## config.mk

```make
export PLATFORM = sky130hd
export DESIGN_NAME = wake_countdown_timer
export DESIGN_NICKNAME = d
export VERILOG_FILES = /design/src/rtl/wct_pkg.sv /design/src/rtl/wct_tick_div.sv /design/src/rtl/wct_regs.sv /design/src/rtl/wct_down_counter.sv /design/src/rtl/wake_countdown_timer.sv
export SDC_FILE = /design/constraint.sdc
export NUM_CORES = 1
export LEC_CHECK = 0
export BUFFER_PORTS_ARGS = -buffer_cell sky130_fd_sc_hd__buf_2
export CORE_MARGIN = 1.5
export CORE_UTILIZATION = 40
export CTS_CLUSTER_SIZE = 10
export DETAILED_ROUTE_END_ITERATION = 12
export HOLD_SLACK_MARGIN = 0.15
export PLACE_DENSITY_LB_ADDON = 0.25
export SKIP_CTS_REPAIR_TIMING = 1
export SLEW_MARGIN = 20
export SYNTH_ARGS = -nofsm -noshare
export SYNTH_HDL_FRONTEND = slang
export SYNTH_SLANG_ARGS = --single-unit
export TNS_END_PERCENT = 50
```

## constraint.sdc

```tcl
create_clock -name clk -period 6.01 [get_ports clk]
set_clock_uncertainty 0.1 [all_clocks]
set_input_delay 1.202 -clock clk [delete_from_list [all_inputs] [get_ports clk]]
set_output_delay 1.202 -clock clk [all_outputs]
set_load 0.005 [all_outputs]
```

## src/rtl/wct_pkg.sv

```systemverilog
package wct_pkg;
    // Register offsets; a bus decoder outside this block relies on them.
    localparam int OFS_RELOAD = 'h0;
    localparam int OFS_RATE   = 'h4;
    localparam int OFS_COUNT  = 'h8;

    typedef enum logic {
        RATE_FINE   = 1'b0,
        RATE_COARSE = 1'b1
    } rate_e;
endpackage

```

## src/rtl/wct_tick_div.sv

```systemverilog
module wct_tick_div #(
    parameter int DIV_W = 12
) (
    input  logic clk,
    input  logic rst_n,
    input  logic ref_tick,
    input  logic restart,
    output logic coarse_tick
);
    typedef struct packed {
        logic [DIV_W-1:0] phase;
    } div_state_t;

    div_state_t st_d, st_q;

    always_comb begin
        st_d        = st_q;
        coarse_tick = ref_tick && (st_q.phase == {DIV_W{1'b1}});
        if (restart) begin
            st_d.phase = '0;
        end else if (ref_tick) begin
            st_d.phase = st_q.phase + DIV_W'(1);
        end
    end

    always_ff @(posedge clk) begin
        if (!rst_n) st_q <= '0;
        else        st_q <= st_d;
    end
endmodule

```

## src/rtl/wct_regs.sv

```systemverilog
module wct_regs
    import wct_pkg::*;
#(
    parameter int DATA_W = 16,
    parameter int ADDR_W = 4
) (
    input  logic              clk,
    input  logic              rst_n,
    input  logic              wr_en,
    input  logic [ADDR_W-1:0] wr_addr,
    input  logic [DATA_W-1:0] wr_data,
    output logic [DATA_W-1:0] reload_val,
    output rate_e             rate,
    output logic              reload_wr
);
    typedef struct packed {
        logic [DATA_W-1:0] reload;
        rate_e             rate;
    } reg_state_t;

    reg_state_t st_d, st_q;
    logic       hit_reload, hit_rate;

    always_comb begin
        hit_reload = wr_en && (wr_addr == ADDR_W'(OFS_RELOAD));
        hit_rate   = wr_en && (wr_addr == ADDR_W'(OFS_RATE));
        st_d       = st_q;
        if (hit_reload) st_d.reload = wr_data;
        if (hit_rate)   st_d.rate   = rate_e'(wr_data[0]);
    end

    always_ff @(posedge clk) begin
        if (!rst_n) st_q <= '{reload: '0, rate: RATE_FINE};
        else        st_q <= st_d;
    end

    assign reload_val = st_q.reload;
    assign rate       = st_q.rate;
    assign reload_wr  = hit_reload;
endmodule

```

## src/rtl/wct_down_counter.sv

```systemverilog
module wct_down_counter #(
    parameter int DATA_W = 16
) (
    input  logic              clk,
    input  logic              rst_n,
    input  logic              tick,
    input  logic              load,
    input  logic [DATA_W-1:0] load_val,
    output logic [DATA_W-1:0] count,
    output logic              running,
    output logic              expired
);
    typedef struct packed {
        logic [DATA_W-1:0] count;
        logic              running;
        logic              expired;
    } cnt_state_t;

    cnt_state_t st_d, st_q;

    always_comb begin
        st_d = st_q;
        if (load) begin
            st_d.count   = load_val;
            st_d.running = (load_val != '0);
            st_d.expired = 1'b0;
        end else if (st_q.running && tick) begin
            st_d.count = st_q.count - DATA_W'(1);
            if (st_q.count == DATA_W'(1)) begin
                st_d.running = 1'b0;
                st_d.expired = 1'b1;
            end
        end
    end

    always_ff @(posedge clk) begin
        if (!rst_n) st_q <= '0;
        else        st_q <= st_d;
    end

    assign count   = st_q.count;
    assign running = st_q.running;
    assign expired = st_q.expired;
endmodule

```

## src/rtl/wake_countdown_timer.sv

```systemverilog
module wake_countdown_timer
    import wct_pkg::*;
#(
    parameter int DATA_W = 16,
    parameter int ADDR_W = 4,
    parameter int DIV_W  = 12
) (
    input  logic              clk,
    input  logic              rst_n,
    input  logic              ref_tick,
    input  logic              wr_en,
    input  logic [ADDR_W-1:0] wr_addr,
    input  logic [DATA_W-1:0] wr_data,
    input  logic [ADDR_W-1:0] rd_addr,
    output logic [DATA_W-1:0] rd_data,
    output logic              wake_evt
);
    logic [DATA_W-1:0] reload_val;
    rate_e             rate;
    logic              reload_wr;
    logic              coarse_tick;
    logic              step_tick;
    logic [DATA_W-1:0] cur_count;
    logic              cnt_running;

    wct_regs #(.DATA_W(DATA_W), .ADDR_W(ADDR_W)) u_regs (
        .clk        (clk),
        .rst_n      (rst_n),
        .wr_en      (wr_en),
        .wr_addr    (wr_addr),
        .wr_data    (wr_data),
        .reload_val (reload_val),
        .rate       (rate),
        .reload_wr  (reload_wr)
    );

    wct_tick_div #(.DIV_W(DIV_W)) u_div (
        .clk         (clk),
        .rst_n       (rst_n),
        .ref_tick    (ref_tick),
        .restart     (reload_wr),
        .coarse_tick (coarse_tick)
    );

    always_comb begin
        step_tick = (rate == RATE_COARSE) ? coarse_tick : ref_tick;
    end

    wct_down_counter #(.DATA_W(DATA_W)) u_cnt (
        .clk      (clk),
        .rst_n    (rst_n),
        .tick     (step_tick),
        .load     (reload_wr),
        .load_val (wr_data),
        .count    (cur_count),
        .running  (cnt_running),
        .expired  (wake_evt)
    );

    always_comb begin
        rd_data = '0;
        if (rd_addr == ADDR_W'(OFS_RELOAD))     rd_data = reload_val;
        else if (rd_addr == ADDR_W'(OFS_RATE))  rd_data = DATA_W'(rate);
        else if (rd_addr == ADDR_W'(OFS_COUNT)) rd_data = cur_count;
    end
endmodule

```

==> results list, run 1 <==
* Result of the run: finished clean
* Worst slew pin tran: 0.6469 ns
- Drt first-iter violations: 109
* Post-route standard cell area excluding fillers: roughly 2800 um^2
- STA classifies the critical path endpoint as a primary output.
- The floorplan has 27 rows.
- In this run the number of H-tree levels came out at 2.
- Setup total negative slack on the finished layout was measured at 0 ns.
* Final weighted congestion in routability-driven placement: around 0.82
- The number of buffers and inverters on the critical path is 3.
* Portion of synthesized cell area occupied by the leading cell type: about two fifths
- In the final routed layout, each cell accounts on average for 14.23 um.
- Of the cells placed in the final design, the portion with a size suffix greater than 1 is 18.13%.
- Stage delay of the slowest cell on the critical path: 0.27 ns
- The count of endpoints failing hold in the final timing report came to 0.
- Before CTS, the worst setup slack after placement is 2.363 ns.
- Synth area leader: dfxtp_1
- The number of global-route vias before repair came to between 2k and 2.5k.
* CTS tree: done
* Setup CP Type: in -> out
- Dividing total power by cell area gives a power density of about 220 nW/um^2.
- The count of cells in the finished layout, fillers not included, comes to ~390.
- Setup violations remaining at the end of the flow were counted as 0.
- In this run the tightest slew margin relative to its limit is 56.55%.
- Total Die Area: between 6000 and 7000 um^2
- Largest net degree at the start of global routing: 44
- The clock period could shrink to 3.461 ns.
- The die is 79.77 um tall.
* Data required time at the worst endpoint: 4.71 ns
- In this run, CTS created clock tree buffers numbering 5.
* Initial antenna violation count: 0
* Cell at the root of the clock tree: clkbuf_8
- Effective utilization at floorplan: 42.03%
- Hold is met by around 0.37 ns.
* Placeable core region: between 5000 and 6000 um^2
* HPWL after detailed placement: 3966 um
- In the routed layout, each cell is associated on average with a via count of ~5.5.
- Top achievable clock speed: approximately 290 MHz
* Share of flip-flops with an asynchronous set or reset after synthesis: 0%
- Fraction of the yosys area taken by sequential cells: approximately two fifths
* Netlist area before placement: roughly 2400 um^2
- The analysis attributes to cell leakage a power of approximately 1.1 nW.
- Maximum vdd ir drop: around 99 uV
- Final critical-path share of the clock period: a little under three fifths
- Post-synth EDFFs: 0
- Counting along the longest clock path gives a buffer depth of 2.
* Congestion Overflow GR: 0
- Family with the most delay on the worst path: buffers and inverters
- The clock drives between 40 and 50 sinks.
* Type of element launching the critical path: primary input
- Setup slack closes at approximately 2.5 ns.
* Post-CTS clock slew at the launch and capture registers of the worst setup and hold paths: approximately 0.09 ns
- Synthesis inferred 47 register bits.
* Global-route wire length before repair: about 9700 um
- Yosys printed 0 warnings.
* Count of pins on the block boundary: 45
- Clock latency reported for the late side of the worst-skew pair: about 0.30 ns
* Most numerous cell in the Yosys netlist: dfxtp_1
- Max Fanout on Critical Path: 15
- Max-cap violations in this run came to 0.
- Counting tap cells, the placed design contains a total of around 390 instances.
- Arrival @ worst endpoint: approximately 2.2 ns
* Vias after detailed routing: 2155
- Once detail routing completed, the nets flagged for antenna violations numbered 0.
* Overall fraction of global-route tracks in use: 19.17%
- DR pass1 iterations: 4
- In this run, distinct cell masters in the synthesized netlist total 38.
- List of cells traversed by the critical path: buf_2 > nor4b_2 > buf_4 > a22o_1 > buf_2
- Width of the die: 79.77 um
- When the netlist entered floorplanning its net count stood at ~310.
* Top post-synthesis cells by area: dfxtp_1 40%, nand2_1 6.4%, a21boi_0 6.1%
- In the routed design, unresolved DRC markers number 0.
- The count of pins over their slew limit came to 0.
* Setup repair after global routing missed its margin: false
* Cell repeated most along the worst path: buf_2
- The final layout contains routed wiring with a total length of 5580 um.
- Flip-flop cell with the highest count after synthesis: dfxtp_1
- Synthesized instance count: roughly 280
* Cell types with the highest counts after synthesis: 47 x dfxtp_1, 40 x nand2_1, 20 x nor2_1
- After detailed placement, the total cell area comes to between 2000 and 3000 um^2.
- # port buffers: between 40 and 50
- The area growth from synthesis to layout is 17.04%.
- Final nets: around 350
- Number of antenna cells inserted: 0
* Classification of the worst-slack hold path: reg -> reg
- For this design, the slowest cell found on the critical path is nor4b_2.
- Mapped Avg Cell Area: between 8 and 9 um^2
==> state kept, by name (all words and copies together) (netlist names) <==
register	count
u_cnt.count	16
u_cnt.expired	1
u_cnt.running	1
u_div.st_q	12
u_regs.rate	1
u_regs.reload_val	16
==> tightest hold or removal path, stage by stage, from the launching register on <==
cell	delay, ns
dfxtp_1	0.32
nand2_1	0.04
a21boi_0	0.06
==> kinds of logic (layout without fill, tap and decap cells) <==
kind of cell / count (synthesis) / after routing / share of synthesized area, %
DFF: 47 / 47 / 39.91
and+or+nand+nor: 109 / 109 / 23.62
adders and majority gates: 3 / 3 / 1.593
buffers and inverters: 23 / 60 / 3.715
xor gates and xnor gates: 18 / 18 / 6.688
AOI/OAI and AO/OA: 81 / 81 / 23.62
muxes: 2 / 2 / 0.8493
==> layout make-up <==
class,count,area (um^2)
fillers,579,2849
clock inverters,1,30.03
repair buffers,48,250.2
well taps,72,90.09
inverters,5,18.77
multi-input cells,213,1356
clock buffers,6,72.57
flip-flops and latches,47,940.9
==> layer usage <==
metal / wire (um) / up-vias / GRT usage (%)
met2: 2518 / 41 / 30.76
met4: 53 / 0 / 4.655
met5: 0 / - / 0
met3: 222 / 6 / 4.000
met1: 2785 / 1004 / 26.28
li1: - / 1104 / -
==> per-stage QoR <==
step / power [W] / utilization [%]
floorplan: 0.0003690 / -
global placement: 0.0003923 / 47.21
detailed placement: 0.0003924 / 47.21
CTS: 0.0006169 / 49.04
global route: 0.0006376 / 49.20
finish: 0.0006107 / 49.20
==> worst paths after layout <==
path / start / endpoint / slack (ns) / cells past startpoint
worst min-delay path: u_regs.reload_val[1] / u_regs.reload_val[1] / 0.37 / 2
worst max register to register: u_cnt.count[2] / u_cnt.running / 3.34 / 5
worst max-delay path: rd_addr[1] / rd_data[14] / 2.55 / 5
worst min register to register: u_regs.reload_val[1] / u_regs.reload_val[1] / 0.37 / 2
==> cell usage in the layout (no fill, tap or decap), types with 4 or more instances in the layout <==
master and n:
dfxtp_1 47, buf_2 44, nand2_1 40, nor2_1 20
a21boi_0 19, o21ai_0 19, a22o_1 15, xor2_1 15
nand3_1 9, nand4_1 7, a21oi_1 7, a31oi_1 6
nor3_1 6, inv_1 5, nor4_1 5, or3_1 5
o211ai_1 5, clkbuf_8 5, or4_1 4, buf_4 4
==> power by group <==
part           internal (W)  total [W]  switching [W]  leakage (nW)
combinational     0.0000263  0.0000604      0.0000341         0.636
clock              0.000122   0.000226       0.000103        0.0513
sequential         0.000318   0.000325     0.00000713         0.380
total              0.000466   0.000611       0.000145          1.07
Note: power is estimated with default switching activity, not from simulation.
==> run 2: changes to the inputs <==
==> constraint.sdc (replaced) <==
create_clock -name clk -period 3.3 [get_ports clk]
set_clock_uncertainty 0.1 [all_clocks]
set_input_delay 0.66 -clock clk [delete_from_list [all_inputs] [get_ports clk]]
set_output_delay 0.66 -clock clk [all_outputs]
set_load 0.005 [all_outputs]
==> results list, run 2 (synthesis gave the netlist of run 1 again) <==
- Number of antenna cells inserted: 0 (unchanged)
- Placed cell area: 2670 um^2 (+0.85%)
- The y dimension of the die is 79.77 um (unchanged).
- Final-report max-slew violation count: 0 (unchanged)
- The worst hold path begins at u_regs.reload_val[2].
- H-tree level count: 2 (unchanged)
* Overall fraction of global-route tracks in use: 18.84% (-0.33 points)
* Layout-stage area growth over the synthesis result: 17.46%
* Width of the die: 79.77 um (unchanged)
- Clock latency reported for the late side of the worst-skew pair: 0.30 ns (about the same)
* Register-to-Register Path Depth: 5 (unchanged)
- Vias after detailed routing: 2140 (-0.70%)
- DRC violations left: 0 (unchanged)
- Global-route wire length before repair: 9397 um (-2.9%)
- Max Fanout on Critical Path: 7 (-8)
- The setup TNS is 0 ns (unchanged).
- Mean number of vias per cell: 5.404 (-1.7%)
* Post-route standard cell area excluding fillers: 2769 um^2 (+0.36%)
- Type of element launching the critical path: register
- Stage delay of the slowest cell on the critical path: 0.68 ns (+0.41 ns)
- The overflow left after global routing came to 0 (unchanged).
- The total setup violations reported at the end of the flow came to 0 (unchanged).
- The clock-pin slew on the worst setup and hold paths came to 0.09 ns (about the same).
- Met3 WL: 215 um (-3.2%)
* DR pass1 iterations: 4 (unchanged)
* Top Metal Used: met4
* Hold Crit Depth: 2 (unchanged)
- The final net count came to 354 (+0.85%).
* Final count of hold timing violations: 0 (unchanged)
- Of the available clock period, the critical path in the final layout requires between 80% and 90%.
* Routed wl met2: 2536 um (+0.71%)
- R2R Path Start: u_cnt.count[2]
- CTS tree: done
- Maximum vdd ir drop: 225.3 uV (+130%)
* Power per unit of standard cell area: 387.2 nW/um^2 (+75%)
- Max-slew headroom at the worst pin: 58.43% (+1.9 points)
- The run finished with clean final reports.
* Total clock sinks: 47 (unchanged)
- Final weighted congestion in routability-driven placement: 0.8622 (+5.1%)
- Initial antenna violation count: 0 (unchanged)
- Vias in the first global route: 2030 (-1.6%)
- The worst setup path is captured at a register.
* Standard-cell rows: 27 (unchanged)
- Ratio of cells with drive above 1 in the final layout: 19.44% (+1.3 points)
* Top achievable clock speed: 368.5 MHz
- The starting DRC count in detailed routing is 148 (+36%).
- The number of buffers on the longest clock path is 2 (unchanged).
- Sum of routed wire segments on met1: 2794 um (+0.32%)
* Number of buffers added by the clock tree synthesis step: 5 (unchanged)
* Data required time at the worst endpoint: 3.40 ns (-1.31 ns)
* FF-to-FF End: u_cnt.running
- The worst setup path is of the reg -> reg kind.
- Total leakage power: 1.061 nW (-0.59%)
* Worst path slowest cell: or4_1
- The count of input and output buffers is 44 (unchanged).
- Most frequent cells in the layout: 47 x dfxtp_1, 44 x buf_2, 40 x nand2_1, 20 x nor2_1
* Fill cell total of the finished layout: 599 (+3.5%)
* Count of nets left with antenna violations after detail routing: 0 (unchanged)
- Slack of the worst reg-to-reg path: 0.59 ns (-2.75 ns)
* Placeable core region: 5608 um^2 (unchanged)
* Largest net degree at the start of global routing: 22 (-50%)
- End of the worst hold path: u_regs.reload_val[2]
- Setup repair after global routing left no endpoint under its margin.
- Most frequent standard cell in the layout excluding fill and tap cells: dfxtp_1
* Worst slew pin tran: 0.6148 ns (-0.03210 ns)
- The worst path needs 2.714 ns of the cycle, external delays included.
- The worst hold path belongs to the class reg -> reg.
- Number of violations of the max-capacitance limit: 0 (unchanged)
* List of cells traversed by the critical path: or4_1 > nand4bb_4 > or3_1 > or4b_1 > a41o_1
- The average routed wire per standard cell was 14.19 um (-0.32%).
- The half-perimeter wire length after placement is 4099 um (+3.3%).
- The overall routed net length came to 5619 um (+0.70%).
* Total Die Area: 6362 um^2 (unchanged)
* Effective utilization at floorplan: 42.03% (unchanged)
* Count of pins on the block boundary: 45 (unchanged)
- Final hold slack: 0.3647 ns (-0.0007830 ns)
* Arrival @ worst endpoint: 2.81 ns (+0.65 ns)
- The tree is rooted in a clkbuf_8.
==> run 2: changes by cell type in the layout (fill, tap and decap cells not counted) <==
| cell | before | now |
|---|---|---|
| buf_4 | 4 | 7 |
| bufinv_16 | 1 | 0 |
| clkbuf_1 | 1 | 0 |
| clkbuf_8 | 5 | 6 |
| clkinv_4 | 0 | 1 |
| clkinvlp_4 | 0 | 1 |
| nor4_2 | 1 | 2 |
| nor4_4 | 1 | 0 |
==> run 2: layout make-up <==
class                      count  area (um^2)  area share [%]
multi-input combinational    213         1348           48.67
sequential                    47        940.9           33.98
inverter                       5        18.77          0.6778
timing repair buffer          51        272.8           9.851
tap                           72        90.09           3.253
clock buffer                   6        82.58           2.982
clock inverter                 2        16.27          0.5874
==> run 2: per-layer routing <==
metal | up-vias | GRT usage (%)
li1 | 1103 | -
met1 | 982 | 25.12
met2 | 46 | 30.59
met3 | 9 | 4.000
met4 | 0 | 5.517
met5 | - | 0
==> run 2: through the flow <==
step,total power (W),std cells,util (%),setup WS [ns]
global placement,0.0007145,388,47.61,0.6183
global route,0.001122,396,49.38,0.5030
detailed placement,0.0007153,388,47.61,0.5535
CTS,0.001083,396,49.38,0.6071
finish,0.001072,396,49.38,0.5862
floorplan,0.0006720,283,-,0.7186
==> run 2: worst max path at each step <==
| stage | startpoint | end | slack, ns | cells after the start |
|---|---|---|---|---|
| 3_5_place_dp | wr_addr[1] | u_cnt.count[7] | 0.55 | 5 |
| 5_1_grt | u_cnt.count[2] | u_cnt.running | 0.50 | 5 |
| 2_1_floorplan | rd_addr[1] | rd_data[10] | 0.72 | 3 |
| 3_3_place_gp | u_cnt.count[2] | u_cnt.running | 0.62 | 5 |
| 4_1_cts | u_cnt.count[2] | u_cnt.running | 0.61 | 5 |
| 6_report | u_cnt.count[2] | u_cnt.running | 0.59 | 5 |
==> run 2: power by group <==
part / internal [W] / total, W / switching, W
combinational: 0.0000486 / 0.000111 / 0.0000623
sequential: 0.000578 / 0.000592 / 0.0000132
clock: 0.000171 / 0.000369 / 0.000198
==> run 2: critical path, delay by kind of cell, from the launching register on <==
family           cells  cell delay (ns)
AO/OA/AOI/OAI        1             0.25
AND/OR/NAND/NOR      4             1.87
flip-flops           1             0.38
==> run 3: changes to the inputs <==
==> constraint.sdc (replaced) <==
create_clock -name clk -period 2.52 [get_ports clk]
set_clock_uncertainty 0.1 [all_clocks]
set_input_delay 0.504 -clock clk [delete_from_list [all_inputs] [get_ports clk]]
set_output_delay 0.504 -clock clk [all_outputs]
set_load 0.005 [all_outputs]
==> results list, run 3 (synthesis gave the netlist of run 1 again) <==
- Arrival @ worst endpoint: 2.54 ns (-0.27 ns)
- Initial antenna violation count: 0 (unchanged)
- Final nets: 364 (+2.8%)
* Layout-stage area growth over the synthesis result: 21.07%
- The end-of-flow core utilization is 50.89% (+1.5 points).
- The overflow left after global routing was 0 (unchanged).
- On the critical path the largest part of the delay comes from simple AND/OR/NAND/NOR gates.
- The required time of the worst setup path is 2.62 ns (-0.78 ns).
- Number of antenna cells inserted: 0 (unchanged)
- Final-report max-slew violation count: 0 (unchanged)
* Vias in the first global route: 2041 (+0.54%)
* Final critical-path share of the clock period: 96.77% (+15 points)
- Total leakage power: 1.118 nW (+5.4%)
- The largest voltage drop on the vdd net came to 220.4 uV (-2.2%).
- The remaining design rule violation count was 0 (unchanged).
- Setup CP Type: reg -> reg
- The number of rows created at floorplan was 27 (unchanged).
- Count of buffering cells on the critical path with inverters included: 0 (unchanged)
- Drt first-iter violations: 144 (-2.7%)
* Number of violations of the max-capacitance limit: 0 (unchanged)
- The total setup violations reported at the end of the flow came to 0 (unchanged).
- The highest net fanout along the worst path is 5 (-2).
- Setup repair after global routing left no endpoint under its margin.
* Placed cells: 398 (+2.6%)
- Placeable core region: 5608 um^2 (unchanged)
- STA classifies the critical path startpoint as a register.
- The die area is 6362 um^2 (unchanged).
- CTS tree: done
- DR pass1 iterations: 4 (unchanged)
* Largest buffer count on any clock path: 2 (unchanged)
* Post-CTS clock slew at the launch and capture registers of the worst setup and hold paths: 0.09 ns (about the same)
- Max-slew headroom at the worst pin: 61.56% (+3.1 points)
- Routed wire length: 5896 um (+4.9%)
* Post-route minimum period: 2.439 ns (-0.2751 ns)
- The number of H-tree levels is 2 (unchanged).
- Endpoint type of the worst setup path: register
* Final std cells w/o fill: 406 (+2.5%)
- Worst slew pin tran: 0.5706 ns (-0.04423 ns)
- The first-pass GRT wire length is 9735 um (+3.6%).
* Worst path slowest cell: or4_1
- The average routed wire per standard cell is 14.52 um (+2.3%).
* HPWL after detailed placement: 4352 um (+6.2%)
- Width of the die: 79.77 um (unchanged)
- Cell at the root of the clock tree: clkbuf_8
- The via count came to 2188 (+2.2%).
- The library cell used most frequently in the layout, excluding fill and tap cells, is dfxtp_1.
- List of cells traversed by the critical path: or4_1 > nand4bb_4 > or3_4 > or4b_4 > a41o_1
- Clock latency reported for the late side of the worst-skew pair: 0.30 ns (about the same)
- The min-delay analysis places its worst path in the category reg -> reg.
- Overall fraction of global-route tracks in use: 19.88% (+1.0 points)
* Most frequent cells in the layout: 47 x dfxtp_1, 44 x buf_2, 40 x nand2_1, 20 x nor2_1
- Mean number of vias per cell: 5.389 (-0.28%)
- Effective utilization at floorplan: 42.03% (unchanged)
* Fill cell total of the finished layout: 574 (-4.2%)
* Final count of hold timing violations: 0 (unchanged)
* Top achievable clock speed: 410.1 MHz (+11%)
* Die extent in y: 79.77 um (unchanged)
* Stage delay of the slowest cell on the critical path: 0.59 ns (-0.09 ns)
- The total power per unit cell area is 502.1 nW/um^2 (+30%).
* Setup Total Neg Slack: 0 ns (unchanged)
* Total clock sinks: 47 (unchanged)
- The fraction of layout cells with a size suffix above 1 was 22.16% (+2.7 points).
- The number of buffers created by CTS was 5 (unchanged).
* Count of nets left with antenna violations after detail routing: 0 (unchanged)
- The total I/O pin count came to 45 (unchanged).
- The weighted congestion reported at the end of routability-driven placement is 0.8671 (+0.57%).
* Largest net degree at the start of global routing: 22 (unchanged)
* Result of the run: finished clean
- The count of input and output buffers is 44 (unchanged).
run 3: cell count changes in the layout (fill, tap and decap cells not counted), sizes merged:
cell / delta
clkinvlp: -1
clkbuf: +2
buf: +10
clkinv: -1
run 3: worst register-to-register path, stage by stage (launching register included):
cell       delay [ns]
dfxtp_1          0.32
or4_1            0.59
nand4bb_4        0.25
or3_4            0.35
or4b_4           0.49
a41o_1           0.25
run 3: per-stage QoR:
step / hold slack [ns] / cell area [um^2] / setup WS (ns) / total power [W]
after floorplan: 0.3421 / 2357 / 0.01831 / 0.0008800
after global placement: 0.3498 / 2745 / 0.08785 / 0.0009462
after detailed placement: 0.3562 / 2745 / 0.05488 / 0.0009491
after CTS: 0.3638 / 2845 / 0.04638 / 0.001443
after global routing: 0.3706 / 2854 / 0.02638 / 0.001497
final: 0.3644 / 2854 / 0.08132 / 0.001433
run 3: final timing paths:
path | start | to | slack (ns) | depth (start not counted)
setup / recovery | u_cnt.count[2] | u_cnt.running | 0.08 | 5
hold / removal | u_regs.reload_val[9] | u_regs.reload_val[9] | 0.36 | 2
setup reg to reg | u_cnt.count[2] | u_cnt.running | 0.08 | 5
hold reg to reg | u_regs.reload_val[9] | u_regs.reload_val[9] | 0.36 | 2
run 3: routing by layer:
layer / vias to the layer above / part of all wire [%] / GRT usage [%]
li1: 1127 / - / -
met1: 999 / 50 / 27.16
met5: - / 0 / 0
met2: 55 / 44 / 30.68
met3: 7 / 4.5 / 4.571
met4: 0 / 1.4 / 6.897
run 3: report_power, final:
part	switching [W]	total [W]	internal, W	leakage [nW]
clock network	0.000246	0.000496	0.000251	0.0515
logic	0.0000883	0.000164	0.0000758	0.686
registers	0.0000152	0.000773	0.000757	0.380
total	0.000349	0.00143	0.00108	1.12
run 3: cell type report:
type | count | area [um^2] | area share, %
multi-input combinational | 213 | 1356 | 47.52
timing repair buffer | 61 | 347.8 | 12.19
tap | 72 | 90.09 | 3.157
sequential | 47 | 940.9 | 32.97
inverter | 5 | 18.77 | 0.6576
clock buffer | 8 | 100.1 | 3.507
